`src/rtl/fsr_pkg.sv`:
```
package fsr_pkg;
  localparam int EXC_W = 6;
  localparam int EXC_UNF = 0;
  localparam int EXC_OVF = 1;
  localparam int EXC_DVZ = 2;
  localparam int EXC_ILL = 3;
  localparam int EXC_INV = 4;
  localparam int EXC_INX = 5;

  typedef enum logic [2:0] {
    TT_NONE  = 3'b000,
    TT_UNF   = 3'b001,
    TT_OVF   = 3'b010,
    TT_DVZ   = 3'b011,
    TT_ILL   = 3'b100,
    TT_INV   = 3'b101,
    TT_INX   = 3'b110
  } tt_e;

  // Packed word: first field is the most significant.
  typedef struct packed {
    logic [6:0] swf;      // 15:9 software scratch
    logic [1:0] rnd;      // 8:7 rounding mode
    logic       inx_flag; // 6
    logic       inx_en;   // 5
    logic       unf_flag; // 4
    logic       unf_en;   // 3
    logic [2:0] tt;       // 2:0 trap type
  } fsr_t;

  localparam int FSR_W = $bits(fsr_t);
endpackage

```
`src/rtl/fsr_rst_sync.sv`:
```
module fsr_rst_sync #(
  parameter int STAGES = 2
) (
  input  logic clk,
  input  logic rst_n,
  output logic rst_n_sync
);
  logic [STAGES-1:0] sh_q;

  always_ff @(posedge clk or negedge rst_n) begin
    if (!rst_n) sh_q <= '0;
    else        sh_q <= {sh_q[STAGES-2:0], 1'b1};
  end

  assign rst_n_sync = sh_q[STAGES-1];
endmodule

```
`src/rtl/fsr_classify.sv`:
```
module fsr_classify
  import fsr_pkg::*;
(
  input  logic             valid,
  input  logic [EXC_W-1:0] exc,
  input  logic             unf_en,
  input  logic             inx_en,
  output logic             rec,
  output tt_e              code,
  output logic             trap,
  output logic             force_zero,
  output logic             set_unf,
  output logic             set_inx
);
  always_comb begin
    // Priority: illegal, invalid, divide-by-zero, overflow, underflow, inexact.
    if      (exc[EXC_ILL]) code = TT_ILL;
    else if (exc[EXC_INV]) code = TT_INV;
    else if (exc[EXC_DVZ]) code = TT_DVZ;
    else if (exc[EXC_OVF]) code = TT_OVF;
    else if (exc[EXC_UNF]) code = TT_UNF;
    else if (exc[EXC_INX]) code = TT_INX;
    else                   code = TT_NONE;
  end

  always_comb begin
    rec        = valid;
    set_unf    = valid & exc[EXC_UNF];
    set_inx    = valid & (code == TT_INX);
    force_zero = valid & (code == TT_UNF) & ~unf_en;
    unique case (code)
      TT_OVF, TT_DVZ, TT_ILL, TT_INV: trap = valid;
      TT_UNF:                         trap = valid & unf_en;
      TT_INX:                         trap = valid & inx_en;
      default:                        trap = 1'b0;
    endcase
  end
endmodule

```
`src/rtl/fsr_regs.sv`:
```
module fsr_regs
  import fsr_pkg::*;
(
  input  logic clk,
  input  logic rst_n,
  input  logic load,
  input  fsr_t wdata,
  input  logic rec,
  input  tt_e  code,
  input  logic set_unf,
  input  logic set_inx,
  output fsr_t q
);
  fsr_t d;
  logic upd_en;

  assign upd_en = load | rec;

  always_comb begin
    d = q;
    if (load) begin
      d = wdata;
    end else begin
      if (rec)     d.tt       = code;
      if (set_unf) d.unf_flag = 1'b1;
      if (set_inx) d.inx_flag = 1'b1;
    end
  end

  always_ff @(posedge clk or negedge rst_n) begin
    if (!rst_n)      q <= '0;
    else if (upd_en) q <= d;
  end

  assert_unf_sticky_R5: assert property (@(posedge clk) disable iff (!rst_n)
    (q.unf_flag && !load) |=> q.unf_flag);
  assert_inx_sticky_R6: assert property (@(posedge clk) disable iff (!rst_n)
    (q.inx_flag && !load) |=> q.inx_flag);
  assert_tt_cleared_R4: assert property (@(posedge clk) disable iff (!rst_n)
    (rec && !load && code == TT_NONE) |=> q.tt == 3'b000);
  assert_idle_hold_R4: assert property (@(posedge clk) disable iff (!rst_n)
    (!rec && !load) |=> $stable(q));
  assert_swf_only_load_R11: assert property (@(posedge clk) disable iff (!rst_n)
    !load |=> $stable(q.swf));
  assert_tt_legal_R3: assert property (@(posedge clk) disable iff (!rst_n)
    (rec && !load) |=> q.tt != 3'b111);
endmodule

```
`src/rtl/fpx_status_reg.sv`:
```
module fpx_status_reg
  import fsr_pkg::*;
#(
  parameter int REG_W       = 32,
  parameter int SYNC_STAGES = 2
) (
  input  logic             clk,
  input  logic             rst_n,
  input  logic             ld_en,
  input  logic [REG_W-1:0] ld_data,
  input  logic             rpt_valid,
  input  logic [EXC_W-1:0] rpt_exc,
  output logic [REG_W-1:0] stat_o,
  output logic [1:0]       rnd_mode_o,
  output logic             quit_o,
  output logic             commit_inhibit_o,
  output logic             force_zero_o
);
  localparam int PAD_W = REG_W - FSR_W;

  logic rst_n_int;
  logic rpt_live;
  logic rec, trap, fz, set_unf, set_inx;
  tt_e  code;
  fsr_t fsr_q;
  fsr_t ld_word;

  fsr_rst_sync #(.STAGES(SYNC_STAGES)) u_rst (
    .clk        (clk),
    .rst_n      (rst_n),
    .rst_n_sync (rst_n_int)
  );

  // A load in the same cycle takes precedence over a report.
  assign rpt_live = rpt_valid & ~ld_en;
  assign ld_word  = fsr_t'(ld_data[FSR_W-1:0]);

  fsr_classify u_cls (
    .valid      (rpt_live),
    .exc        (rpt_exc),
    .unf_en     (fsr_q.unf_en),
    .inx_en     (fsr_q.inx_en),
    .rec        (rec),
    .code       (code),
    .trap       (trap),
    .force_zero (fz),
    .set_unf    (set_unf),
    .set_inx    (set_inx)
  );

  fsr_regs u_regs (
    .clk     (clk),
    .rst_n   (rst_n_int),
    .load    (ld_en),
    .wdata   (ld_word),
    .rec     (rec),
    .code    (code),
    .set_unf (set_unf),
    .set_inx (set_inx),
    .q       (fsr_q)
  );

  assign stat_o           = {{PAD_W{1'b0}}, fsr_q};
  assign rnd_mode_o       = fsr_q.rnd;
  assign quit_o           = trap;
  assign commit_inhibit_o = trap;
  assign force_zero_o     = fz;

  assert_quit_hard_R7: assert property (@(posedge clk) disable iff (!rst_n_int)
    (rpt_valid && !ld_en && (rpt_exc[EXC_OVF] || rpt_exc[EXC_DVZ] ||
     rpt_exc[EXC_ILL] || rpt_exc[EXC_INV])) |-> quit_o);
  assert_load_wins_R10: assert property (@(posedge clk) disable iff (!rst_n_int)
    ld_en |-> (!quit_o && !force_zero_o));
  assert_zero_no_trap_R8: assert property (@(posedge clk) disable iff (!rst_n_int)
    force_zero_o |-> (!commit_inhibit_o && rpt_exc[EXC_UNF]));
  assert_load_lands_R2: assert property (@(posedge clk) disable iff (!rst_n_int)
    ld_en |=> stat_o[FSR_W-1:0] == $past(ld_data[FSR_W-1:0]));
endmodule

```
`config.mk`:
```
export PLATFORM = sky130hd
export DESIGN_NAME = fpx_status_reg
export DESIGN_NICKNAME = d
export VERILOG_FILES = /design/src/rtl/fsr_pkg.sv /design/src/rtl/fsr_rst_sync.sv /design/src/rtl/fsr_classify.sv /design/src/rtl/fsr_regs.sv /design/src/rtl/fpx_status_reg.sv
export SDC_FILE = /design/constraint.sdc
export NUM_CORES = 1
export LEC_CHECK = 0
export BUFFER_PORTS_ARGS = -buffer_cell sky130_fd_sc_hd__buf_2
export CORE_MARGIN = 10
export CORE_UTILIZATION = 33
export CTS_BUF_LIST = sky130_fd_sc_hd__clkbuf_4
export CTS_CLUSTER_SIZE = 10
export DETAILED_ROUTE_END_ITERATION = 8
export PLACE_DENSITY_LB_ADDON = 0.25
export SYNTH_ARGS = -nofsm -noshare
export SYNTH_HDL_FRONTEND = slang
export SYNTH_SLANG_ARGS = --single-unit
```
`constraint.sdc`:
```
create_clock -name clk -period 1.4 [get_ports clk]
set_clock_uncertainty 0.05 [all_clocks]
set_input_delay 0.28 -clock clk [delete_from_list [all_inputs] [get_ports clk]]
set_output_delay 0.28 -clock clk [all_outputs]
set_load 0.03 [all_outputs]
```
After elaboration in Yosys (flattened, before gate mapping)
Cells that the tools add are included.
{"block": "word_totals", "reg_bits": 18, "in_bits": 42, "output_inout_bits": 37, "elab_cells": 45}
{"block": "classes", "eq_ne": 6, "n_mux": 13, "bitwise_logic": 10, "n_reduce_logical": 8}
{"cell": "two-way mux 3 bit", "n": 8}
{"cell": "== test 3 bit, second input constant", "n": 3}
{"cell": "AND reduction 2 bit", "n": 4}
{"cell": "bitwise AND 1 bit", "n": 7}
{"cell": "== test 3 x 2 -> 1 bit, second input constant", "n": 2}
{"cell": "nonzero test 2 bit", "n": 3}
{"cell": "two-way mux 1 bit", "n": 4}
{"cell": "OR reduction 4 bit", "n": 1}
{"cell": "== test 3 x 1 -> 1 bit, second input constant", "n": 1}
{"cell": "one-hot mux 1 bit (3 select lines)", "n": 1}
{"cell": "inverter 1 bit", "n": 2}
{"cell": "bitwise OR 1 bit", "n": 1}

Depth between registers and ports, before layout
Gate-level depths: netlist of the first run.
{"block": "depth", "ltp_word": 10, "ltp_mapped": 4, "mapped_depth_nobuf": 3}

Modules after synthesis
From an unflattened synthesis of the first run, not the netlist that was laid out.
{"block": "hier_totals", "cells_unflattened": 87, "area_unflattened_um2": 1012.2}
{"module": "fsr_regs", "n_inst": 1, "cells_per_inst": 45, "area_per_inst_um2": 669.4, "seq_area_each_um2": 400.4}
{"module": "fpx_status_reg", "n_inst": 1, "cells_per_inst": 21, "area_per_inst_um2": 160.2, "seq_area_each_um2": 0.0}
{"module": "fsr_classify", "n_inst": 1, "cells_per_inst": 18, "area_per_inst_um2": 128.9, "seq_area_each_um2": 0.0}
{"module": "fsr_rst_sync", "n_inst": 1, "cells_per_inst": 3, "area_per_inst_um2": 53.8, "seq_area_each_um2": 50.0}

Worst setup path after synthesis of the first run
Ideal clock, no wire load.
{"block": "synth_timing", "path_kind": "input-to-output", "start": "in rpt_exc[5]", "end": "out quit_o", "t_arrival_ps": 1459, "path_slack_ps": -389, "stages": 4, "cell_sequence": "nor2b_1 > nand2_1 > a31oi_1 > buf_4"}
{"block": "synth_via", "elab_chain_cells": 9}
{"item": "start, declared", "line": "fpx_status_reg.sv:12", "text": "input logic [EXC_W-1:0] rpt_exc,"}
{"item": "two-way mux 3 bit *", "line": "fsr_classify.sv:22", "text": "else if (exc[EXC_INX]) code = TT_INX;"}
{"item": "two-way mux 3 bit *", "line": "fsr_classify.sv:21", "text": "else if (exc[EXC_UNF]) code = TT_UNF;"}
{"item": "two-way mux 3 bit *", "line": "fsr_classify.sv:20", "text": "else if (exc[EXC_OVF]) code = TT_OVF;"}
{"item": "two-way mux 3 bit *", "line": "fsr_classify.sv:19", "text": "else if (exc[EXC_DVZ]) code = TT_DVZ;"}
{"item": "two-way mux 3 bit *", "line": "fsr_classify.sv:18", "text": "else if (exc[EXC_INV]) code = TT_INV;"}
{"item": "two-way mux 3 bit *", "line": "fsr_classify.sv:17", "text": "if (exc[EXC_ILL]) code = TT_ILL;"}
{"item": "== test 3 x 2 -> 1 bit or == test 3 bit (tied branches)", "line": "fsr_classify.sv:31", "text": "unique case (code)"}
{"item": "OR reduction 4 bit", "line": "fsr_classify.sv:31"}
{"item": "one-hot mux 1 bit (3 select lines) *", "line": "fsr_classify.sv:31"}
{"item": "end, declared", "line": "fpx_status_reg.sv:15", "text": "output logic quit_o,"}
Every way passes the cells marked *; elsewhere a longest branch is shown, timed or not.

Final worst setup path of the first run
{"block": "layout_timing", "start": "reg u_regs.q[3] (netlist name)", "end": "out force_zero_o"}
{"block": "layout_via", "elab_chain_cells": 2}
{"item": "start, declared", "line": "fsr_regs.sv:12", "text": "output fsr_t q"}
{"item": "start signal, assigned", "line": "fsr_regs.sv:31", "text": "if (!rst_n) q <= '0;"}
{"item": "start signal, assigned", "line": "fsr_regs.sv:32", "text": "else if (upd_en) q <= d;"}
{"item": "inverter 1 bit", "line": "fsr_classify.sv:30", "text": "force_zero = valid & (code == TT_UNF) & ~unf_en;"}
{"item": "bitwise AND 1 bit", "line": "fsr_classify.sv:30"}
{"item": "end, declared", "line": "fpx_status_reg.sv:17", "text": "output logic force_zero_o"}
Every way passes these cells.

==> run metrics, run 1 <==
run status=complete, but fails checks; failing checks=negative setup slack; Unique masters post-synth=21; most frequent cells in the layout=42 x buf_2, 18 x dfrtp_1, 17 x conb_1; mapped cell area=942.2 µm²; Post-Layout Cell Count=171; WL final=2562 µm; Iteration-0 DRC Markers=19; CTS Root Buffer Type=clkbuf_4; most common cell after layout, fill and taps aside=buf_2; worst hold slack=0.1489 ns; period utilisation layout=110.5%; CP Class=reg2out; nets@finish=183; Worst Max-Slew Pin Slew=0.6597 ns; #FFs+latches synth=18; share of async-settable or async-resettable flops after synthesis=100.0%; drt first pass iters=4; Avg WL per Cell=14.98 µm; IO Pins=79; WP data arrival=1.22 ns; initial antenna violation count=0; Post-Syn Area per Cell=11.35 µm²; worst-skew pair later-pin latency=0.29 ns; CP Max Fanout=3; Overall Power=1.279 mW; placed cells=167; fmax=646.3 MHz; crit path launch type=flop; EDFF count, synth=0; largest net degree at the start of global routing=21; Core Rows=19; drt via density=4.474; Vias=765; DRT antenna net count=0; RD Place Congestion=0.8156; Die X=73.43 µm; worst hold-check path type=in2reg; Antenna Diode Count=0; Num CTS Buffers=3; area of placed instances=1250 µm²; PnR worst setup slack=-0.1472 ns; Setup violations, final=3; synthesized instance count=83; Area Overhead vs Synth=39.18%; # clock sinks=18; TritonCTS clock tree=yes; GRT Total Usage=9.643%; Die Footprint=5392 µm²; flop2flop setup slack=0.43 ns; layout cells sized above 1=57.14%; Initial Utilization=34.46%; fin. max-slew vios=0; Die Y-Extent=73.43 µm; post-route cell area=1311 µm²; CP Data Required Time=1.07 ns; worst vdd ir=0.6074 mV; hold violation count in the final report=0; max cap viols=0; Rel. slew slack=56.02%; # H-tree levels=1; vias in the first global route=855; register area share after synthesis=47.81%; Crit. End Element=output port; HPWL after DPL=2150 µm; minimum clock period=1.547 ns; R2R cell count=2; drc violations=0; PD cells=975.3 nW/µm²; most common flop cell mapped by yosys=dfrtp_1; RSZ-0062 raised after global routing=true; total congestion overflow=0; CTS clk-pin slew, worst paths=0.10 ns; Buffers on Ports=46; leakage power=0.6495 nW; CTS max path bufs=2; hold depth=3; first-pass GRT wire length=4160 µm; final core occ=47.96%; Ys Warns=0; Core Box Area=2734 µm²
power breakdown:
part / internal, mW / switching [mW]
sequential: 0.568 / 0.0347
clock: 0.104 / 0.155
combinational: 0.148 / 0.270
total: 0.819 / 0.460
cell usage after synthesis, types with 2 or more instances:
| cell type | instances | area [µm²] |
|---|---|---|
| a21oi_1 | 4 | 20.02 |
| buf_2 | 2 | 10.01 |
| buf_4 | 21 | 157.7 |
| conb_1 | 2 | 7.510 |
| dfrtp_1 | 18 | 450.4 |
| inv_1 | 3 | 11.26 |
| mux2_2 | 11 | 123.9 |
| nand2_1 | 2 | 7.510 |
| nand2b_1 | 2 | 12.51 |
| nor2_1 | 2 | 7.510 |
| nor2b_1 | 3 | 18.77 |
| nor4_2 | 2 | 25.02 |
| o21ai_0 | 2 | 10.01 |
| o311ai_0 | 2 | 17.52 |
registers in the layout, summed over array words and instances (netlist names):
name	cells
u_regs.q	16
u_rst.sh_q	2
layer usage:
| metal | up-vias | track usage (%) | share of wire (%) |
|---|---|---|---|
| met5 | - | 0 | 0 |
| met4 | 0 | 3.727 | 0.35 |
| met3 | 2 | 4.845 | 14 |
| met2 | 39 | 13.56 | 43 |
| met1 | 357 | 12.22 | 43 |
| li1 | 367 | - | - |
final timing paths:
check,startpoint,end
max in group asynchronous,u_rst.sh_q[1],u_regs.q[5]
setup / recovery,u_regs.q[3],force_zero_o
hold reg to reg,u_rst.sh_q[1],u_regs.q[12]
min in group asynchronous,u_rst.sh_q[1],u_regs.q[12]
hold / removal,ld_data[4],u_regs.q[4]
setup reg to reg,u_regs.q[3],u_regs.q[3]
kinds of logic after synthesis:
kind of cell,count (synthesis),share of synthesized area (%)
AO/OA/AOI/OAI,15,11.69
buffers and inverters,26,18.99
flip-flops,18,47.81
multiplexers,11,13.15
other,2,0.7971
AND/OR/NAND/NOR,11,7.570
layout make-up:
type / instances / area [µm²]
Clock buffer: 3 / 22.52
Clock inverter: 1 / 3.754
Multi-Input combinational cell: 54 / 414.1
Sequential cell: 18 / 450.4
Tap cell: 31 / 38.79
Inverter: 3 / 11.26
Timing Repair Buffer: 61 / 370.4
Fill cell: 289 / 1423
critical path, stage by stage, from the launching register on:
cell and delay [ns]:
dfrtp_1 0.42, buf_6 0.13, nor4_4 0.21, buf_6 0.17
metrics by stage:
| stage | TNS (ns) | setup slack, ns |
|---|---|---|
| 2_1_floorplan | -0.2614 | -0.1835 |
| 5_1_grt | -0.6023 | -0.2520 |
| 4_1_cts | -0.4648 | -0.1635 |
| 3_5_place_dp | -0.4795 | -0.1696 |
| 3_3_place_gp | -0.4335 | -0.1638 |
| 6_report | -0.3535 | -0.1472 |
timing repair:
item	4_1_cts	5_1_grt
buffers inserted	0	0
gates resized for setup	8	2
hold buffers	1	0
endpoints found under the hold margin	2	0
endpoints found under the setup margin	3	4
pin swaps	2	1
(Power assumes the default switching activity.)
==> inputs of run 2 (changes only) <==
--- a/config.mk
+++ b/config.mk
@@ -5,13 +5,16 @@
 export SDC_FILE = /design/constraint.sdc
 export NUM_CORES = 1
 export LEC_CHECK = 0
+export ABC_AREA = 1
 export BUFFER_PORTS_ARGS = -buffer_cell sky130_fd_sc_hd__buf_2
+export CAP_MARGIN = 20
 export CORE_MARGIN = 10
 export CORE_UTILIZATION = 33
 export CTS_BUF_LIST = sky130_fd_sc_hd__clkbuf_4
 export CTS_CLUSTER_SIZE = 10
 export DETAILED_ROUTE_END_ITERATION = 8
 export PLACE_DENSITY_LB_ADDON = 0.25
+export SKIP_CTS_REPAIR_TIMING = 1
 export SYNTH_ARGS = -nofsm -noshare
 export SYNTH_HDL_FRONTEND = slang
 export SYNTH_SLANG_ARGS = --single-unit
==> run metrics, run 2 <==
CTS max path bufs=2; HPWL after DPL=2146 µm; Area Overhead vs Synth=25.19%; R2R cell count=1; failing checks=negative setup slack; Antenna Diode Count=0; mapped cell area=1003 µm²; Die X=75.15 µm; Vias=787; minimum clock period=1.553 ns; nets@finish=196; CTS clk-pin slew, worst paths=0.10 ns; most common flop cell mapped by yosys=dfrtp_1; PnR worst setup slack=-0.1527 ns; setup_tns=-0.3039 ns; crit path launch type=flop; Adder-Cell Fraction of Synth Area=0%; CP Data Required Time=1.07 ns; Post-Layout Cell Count=183; drt via density=4.301; drc violations=0; Die Footprint=5647 µm²; initial antenna violation count=0; Crit. End Element=output port; xor/xnor cell area share of the yosys netlist=0%; Iteration-0 DRC Markers=31; CP Max Fanout=3; max cap viols=0; biggest regs=u_regs.q: 16 flops, u_rst.sh_q: 2 flops; #FFs+latches synth=18; first-pass GRT wire length=3857 µm; Setup violations, final=2; fin. max-slew vios=0; vias in the first global route=872; largest family of logic cells by synthesized area=buffers and inverters; synth top area cells=dfrtp_1 45%, buf_4 16%, mux2_2 11%; post-route cell area=1256 µm²; fmax=644.0 MHz; Num CTS Buffers=3; post-synthesis mux area share=11.22%; most instantiated cells after synthesis=21 x buf_4, 18 x dfrtp_1, 16 x nand2_1, 10 x mux2_2, 9 x inv_1; Post-Syn Area per Cell=9.742 µm²; period utilisation layout=110.9%; drt first pass iters=3; worst hold slack=0.04249 ns; worst hold-check path type=reg2async; Overall Power=1.243 mW; # clock sinks=18; WL final=2523 µm; largest net degree at the start of global routing=21; Core Rows=19; Avg WL per Cell=13.79 µm; worst-skew pair later-pin latency=0.28 ns; run status=complete, but fails checks; most frequent cells in the layout=43 x buf_2, 18 x dfrtp_1, 17 x conb_1; WP data arrival=1.22 ns; TritonCTS clock tree=yes; Die Y-Extent=75.15 µm; total congestion overflow=0; leakage power=0.6728 nW; most common cell after layout, fill and taps aside=buf_2; # H-tree levels=1; Synth top area share=44.89%; DP Worst Slack=-0.07029 ns; Core Box Area=2829 µm²; GRT Total Usage=8.662%; register area share after synthesis=44.89%; EDFF count, synth=0; IO Pins=79; Post-Synth Simple-Gate Area=16.96%; Buffers on Ports=46; worst vdd ir=0.6403 mV; CTS Root Buffer Type=clkbuf_4; Unique masters post-synth=20; PD cells=989.3 nW/µm²; hold violation count in the final report=0; fill count=290; Initial Utilization=35.47%; CP Class=reg2out; placed cells=178; layout cells sized above 1=51.97%; cell with the most instances after synthesis=buf_4; share of async-settable or async-resettable flops after synthesis=100.0%; RD Place Congestion=0.8785; Largest register FFs=16; RSZ-0062 raised after global routing=true; final core occ=44.41%; Synth Area in Compound Gates=4.489%; DRT antenna net count=0; register with the most flip-flops=u_regs.q; area leader, netlist=dfrtp_1; synthesized instance count=103; area of placed instances=1194 µm²; Ys Warns=0
==> run 2: cell type report <==
class	count	area (µm²)	share of cell area (%)
sequential	18	450.4	35.86
multi-input combinational	67	399.1	31.77
timing repair buffer	54	307.8	24.50
tap	31	38.79	3.088
inverter	10	37.54	2.988
clock buffer	3	22.52	1.793
==> run 2: path summary, 6_finish.rpt <==
kind	to	slack, ns	from
worst max-delay path	commit_inhibit_o	-0.15	u_regs.q[3]
worst min-delay path	u_regs.q[10]	0.04	u_rst.sh_q[1]
worst max register to register	u_regs.q[5]	0.56	u_regs.q[5]
worst min register to register	u_regs.q[10]	0.04	u_rst.sh_q[1]
max in group asynchronous	u_regs.q[8]	0.84	u_rst.sh_q[1]
min in group clk	u_regs.q[0]	0.16	ld_data[0]
==> run 2: metal layers <==
metal	share of wire (%)	vias up	global-route usage, %
met3	16	0	5.782
met2	46	43	15.52
met4	0	0	0.6186
met1	38	356	8.525
met5	0	-	0
li1	-	388	-
==> run 2: cell families after synthesis <==
kind of cell,count (synthesis)
other cells,2
mux,10
flops,18
buf+inv,33
compound gates,5
simple gates,35
==> run 2: worst max-delay path, stage by stage, from the launching register on <==
cell     delay (ns)
dfrtp_1        0.40
inv_2          0.05
nor2_1         0.08
nand3_1        0.08
nand3_1        0.07
nand2_1        0.07
inv_2          0.07
buf_6          0.13
==> run 2: power by group <==
part / switching (mW) / total [mW] / internal (mW)
clock network: 0.148 / 0.247 / 0.0998
registers: 0.0294 / 0.597 / 0.567
logic: 0.271 / 0.399 / 0.128
==> inputs of run 3 (changes only) <==
--- a/config.mk
+++ b/config.mk
@@ -13,7 +13,7 @@
 export CTS_BUF_LIST = sky130_fd_sc_hd__clkbuf_4
 export CTS_CLUSTER_SIZE = 10
 export DETAILED_ROUTE_END_ITERATION = 8
-export PLACE_DENSITY_LB_ADDON = 0.25
+export PLACE_DENSITY = 0.69
 export SKIP_CTS_REPAIR_TIMING = 1
 export SYNTH_ARGS = -nofsm -noshare
 export SYNTH_HDL_FRONTEND = slang
==> run metrics, run 3 (synthesis results as in run 2) <==
drt first pass iters=4; Core Box Area=2829 µm²; worst vdd ir=0.5479 mV; Setup violations, final=3; most frequent cells in the layout=43 x buf_2, 18 x dfrtp_1, 17 x conb_1; most common cell after layout, fill and taps aside=buf_2; post-route cell area=1249 µm²; RD Place Congestion=0.7370; Die Footprint=5647 µm²; Antenna Diode Count=0; layout cells sized above 1=50.66%; PD cells=997.6 nW/µm²; nets@finish=196; biggest regs=u_regs.q: 16 flops, u_rst.sh_q: 2 flops; WL final=2535 µm; CTS Root Buffer Type=clkbuf_4; Num CTS Buffers=3; GRT Total Usage=8.419%; Post-Layout Cell Count=183; fin. max-slew vios=0; Buffers on Ports=46; worst hold slack=0.02678 ns; fill count=286; hold violation count in the final report=0; fmax=643.0 MHz; Crit. End Element=output port; failing checks=negative setup slack; vias in the first global route=830; flop2flop setup slack=0.57 ns; reg-to-reg startpoint=u_regs.q[5]; CP Class=reg2out; CTS max path bufs=2; CP Data Required Time=1.07 ns; CTS clk-pin slew, worst paths=0.09 ns; area of placed instances=1186 µm²; crit path launch type=flop; largest net degree at the start of global routing=21; CP Max Fanout=3; crit path from=u_regs.q[3]; # clock sinks=18; minimum clock period=1.555 ns; IO Pins=79; max cap viols=0; total congestion overflow=0; worst hold-check path type=reg2async; Iteration-0 DRC Markers=24; WP data arrival=1.23 ns; run status=complete, but fails checks; TritonCTS clock tree=yes; Die Y-Extent=75.15 µm; worst-skew pair later-pin latency=0.28 ns; Area Overhead vs Synth=24.44%; final core occ=44.14%; Vias=789; first-pass GRT wire length=3657 µm; period utilisation layout=111.1%; RSZ-0062 raised after global routing=true; placed cells=177; HPWL after DPL=2180 µm; Worst R2R End=u_regs.q[5]; Avg WL per Cell=13.85 µm; Die X=75.15 µm; Initial Utilization=35.47%; Largest register FFs=16; # H-tree levels=1; register with the most flip-flops=u_regs.q; setup_tns=-0.3668 ns; R2R cell count=1; initial antenna violation count=0; Core Rows=19; drc violations=0; leakage power=0.6726 nW; drt via density=4.311; DRT antenna net count=0; PnR worst setup slack=-0.1553 ns
-- run 3: how the worst max path moves through the flow --
stage / to / slack (ns) / depth (start not counted)
final: commit_inhibit_o / -0.16 / 7
after global routing: commit_inhibit_o / -0.29 / 7
after CTS: commit_inhibit_o / -0.25 / 7
after detailed placement: commit_inhibit_o / -0.11 / 9
after global placement: quit_o / -0.04 / 9
after floorplan: quit_o / 0.02 / 8
-- run 3: worst max-delay path: stages (launching register included) --
cell     delay, ns
dfrtp_1       0.39
inv_2         0.05
nor2_1        0.08
nand3_1       0.09
nand3_1       0.08
nand2_1       0.07
inv_2         0.07
buf_6         0.12
-- run 3: routing by layer --
| metal | part of all wire, % | GRT usage [%] |
|---|---|---|
| met5 | 0 | 0 |
| met4 | 1.2 | 3.711 |
| met3 | 15 | 4.336 |
| met2 | 48 | 14.95 |
| met1 | 36 | 7.988 |
-- run 3: layout make-up --
type / count / area, µm² / area share [%]
Clock buffer: 3 / 22.52 / 1.804
Inverter: 10 / 37.54 / 3.006
Multi-Input combinational cell: 67 / 391.6 / 31.36
Sequential cell: 18 / 450.4 / 36.07
Tap cell: 31 / 38.79 / 3.106
Timing Repair Buffer: 54 / 307.8 / 24.65
-- run 3: through the flow --
stage / power [mW] / setup slack, ns
4_1_cts: 1.249 / -0.2536
3_3_place_gp: 0.9848 / -0.04240
2_1_floorplan: 0.9197 / 0.01779
5_1_grt: 1.311 / -0.2853
6_report: 1.246 / -0.1553
3_5_place_dp: 0.9950 / -0.1080
-- run 3: power by group --
group / internal (mW) / leakage [nW] / total (mW) / switching (mW)
Combinational: 0.128 / 0.447 / 0.399 / 0.271
Sequential: 0.567 / 0.212 / 0.595 / 0.0273
Clock: 0.100 / 0.0138 / 0.252 / 0.152
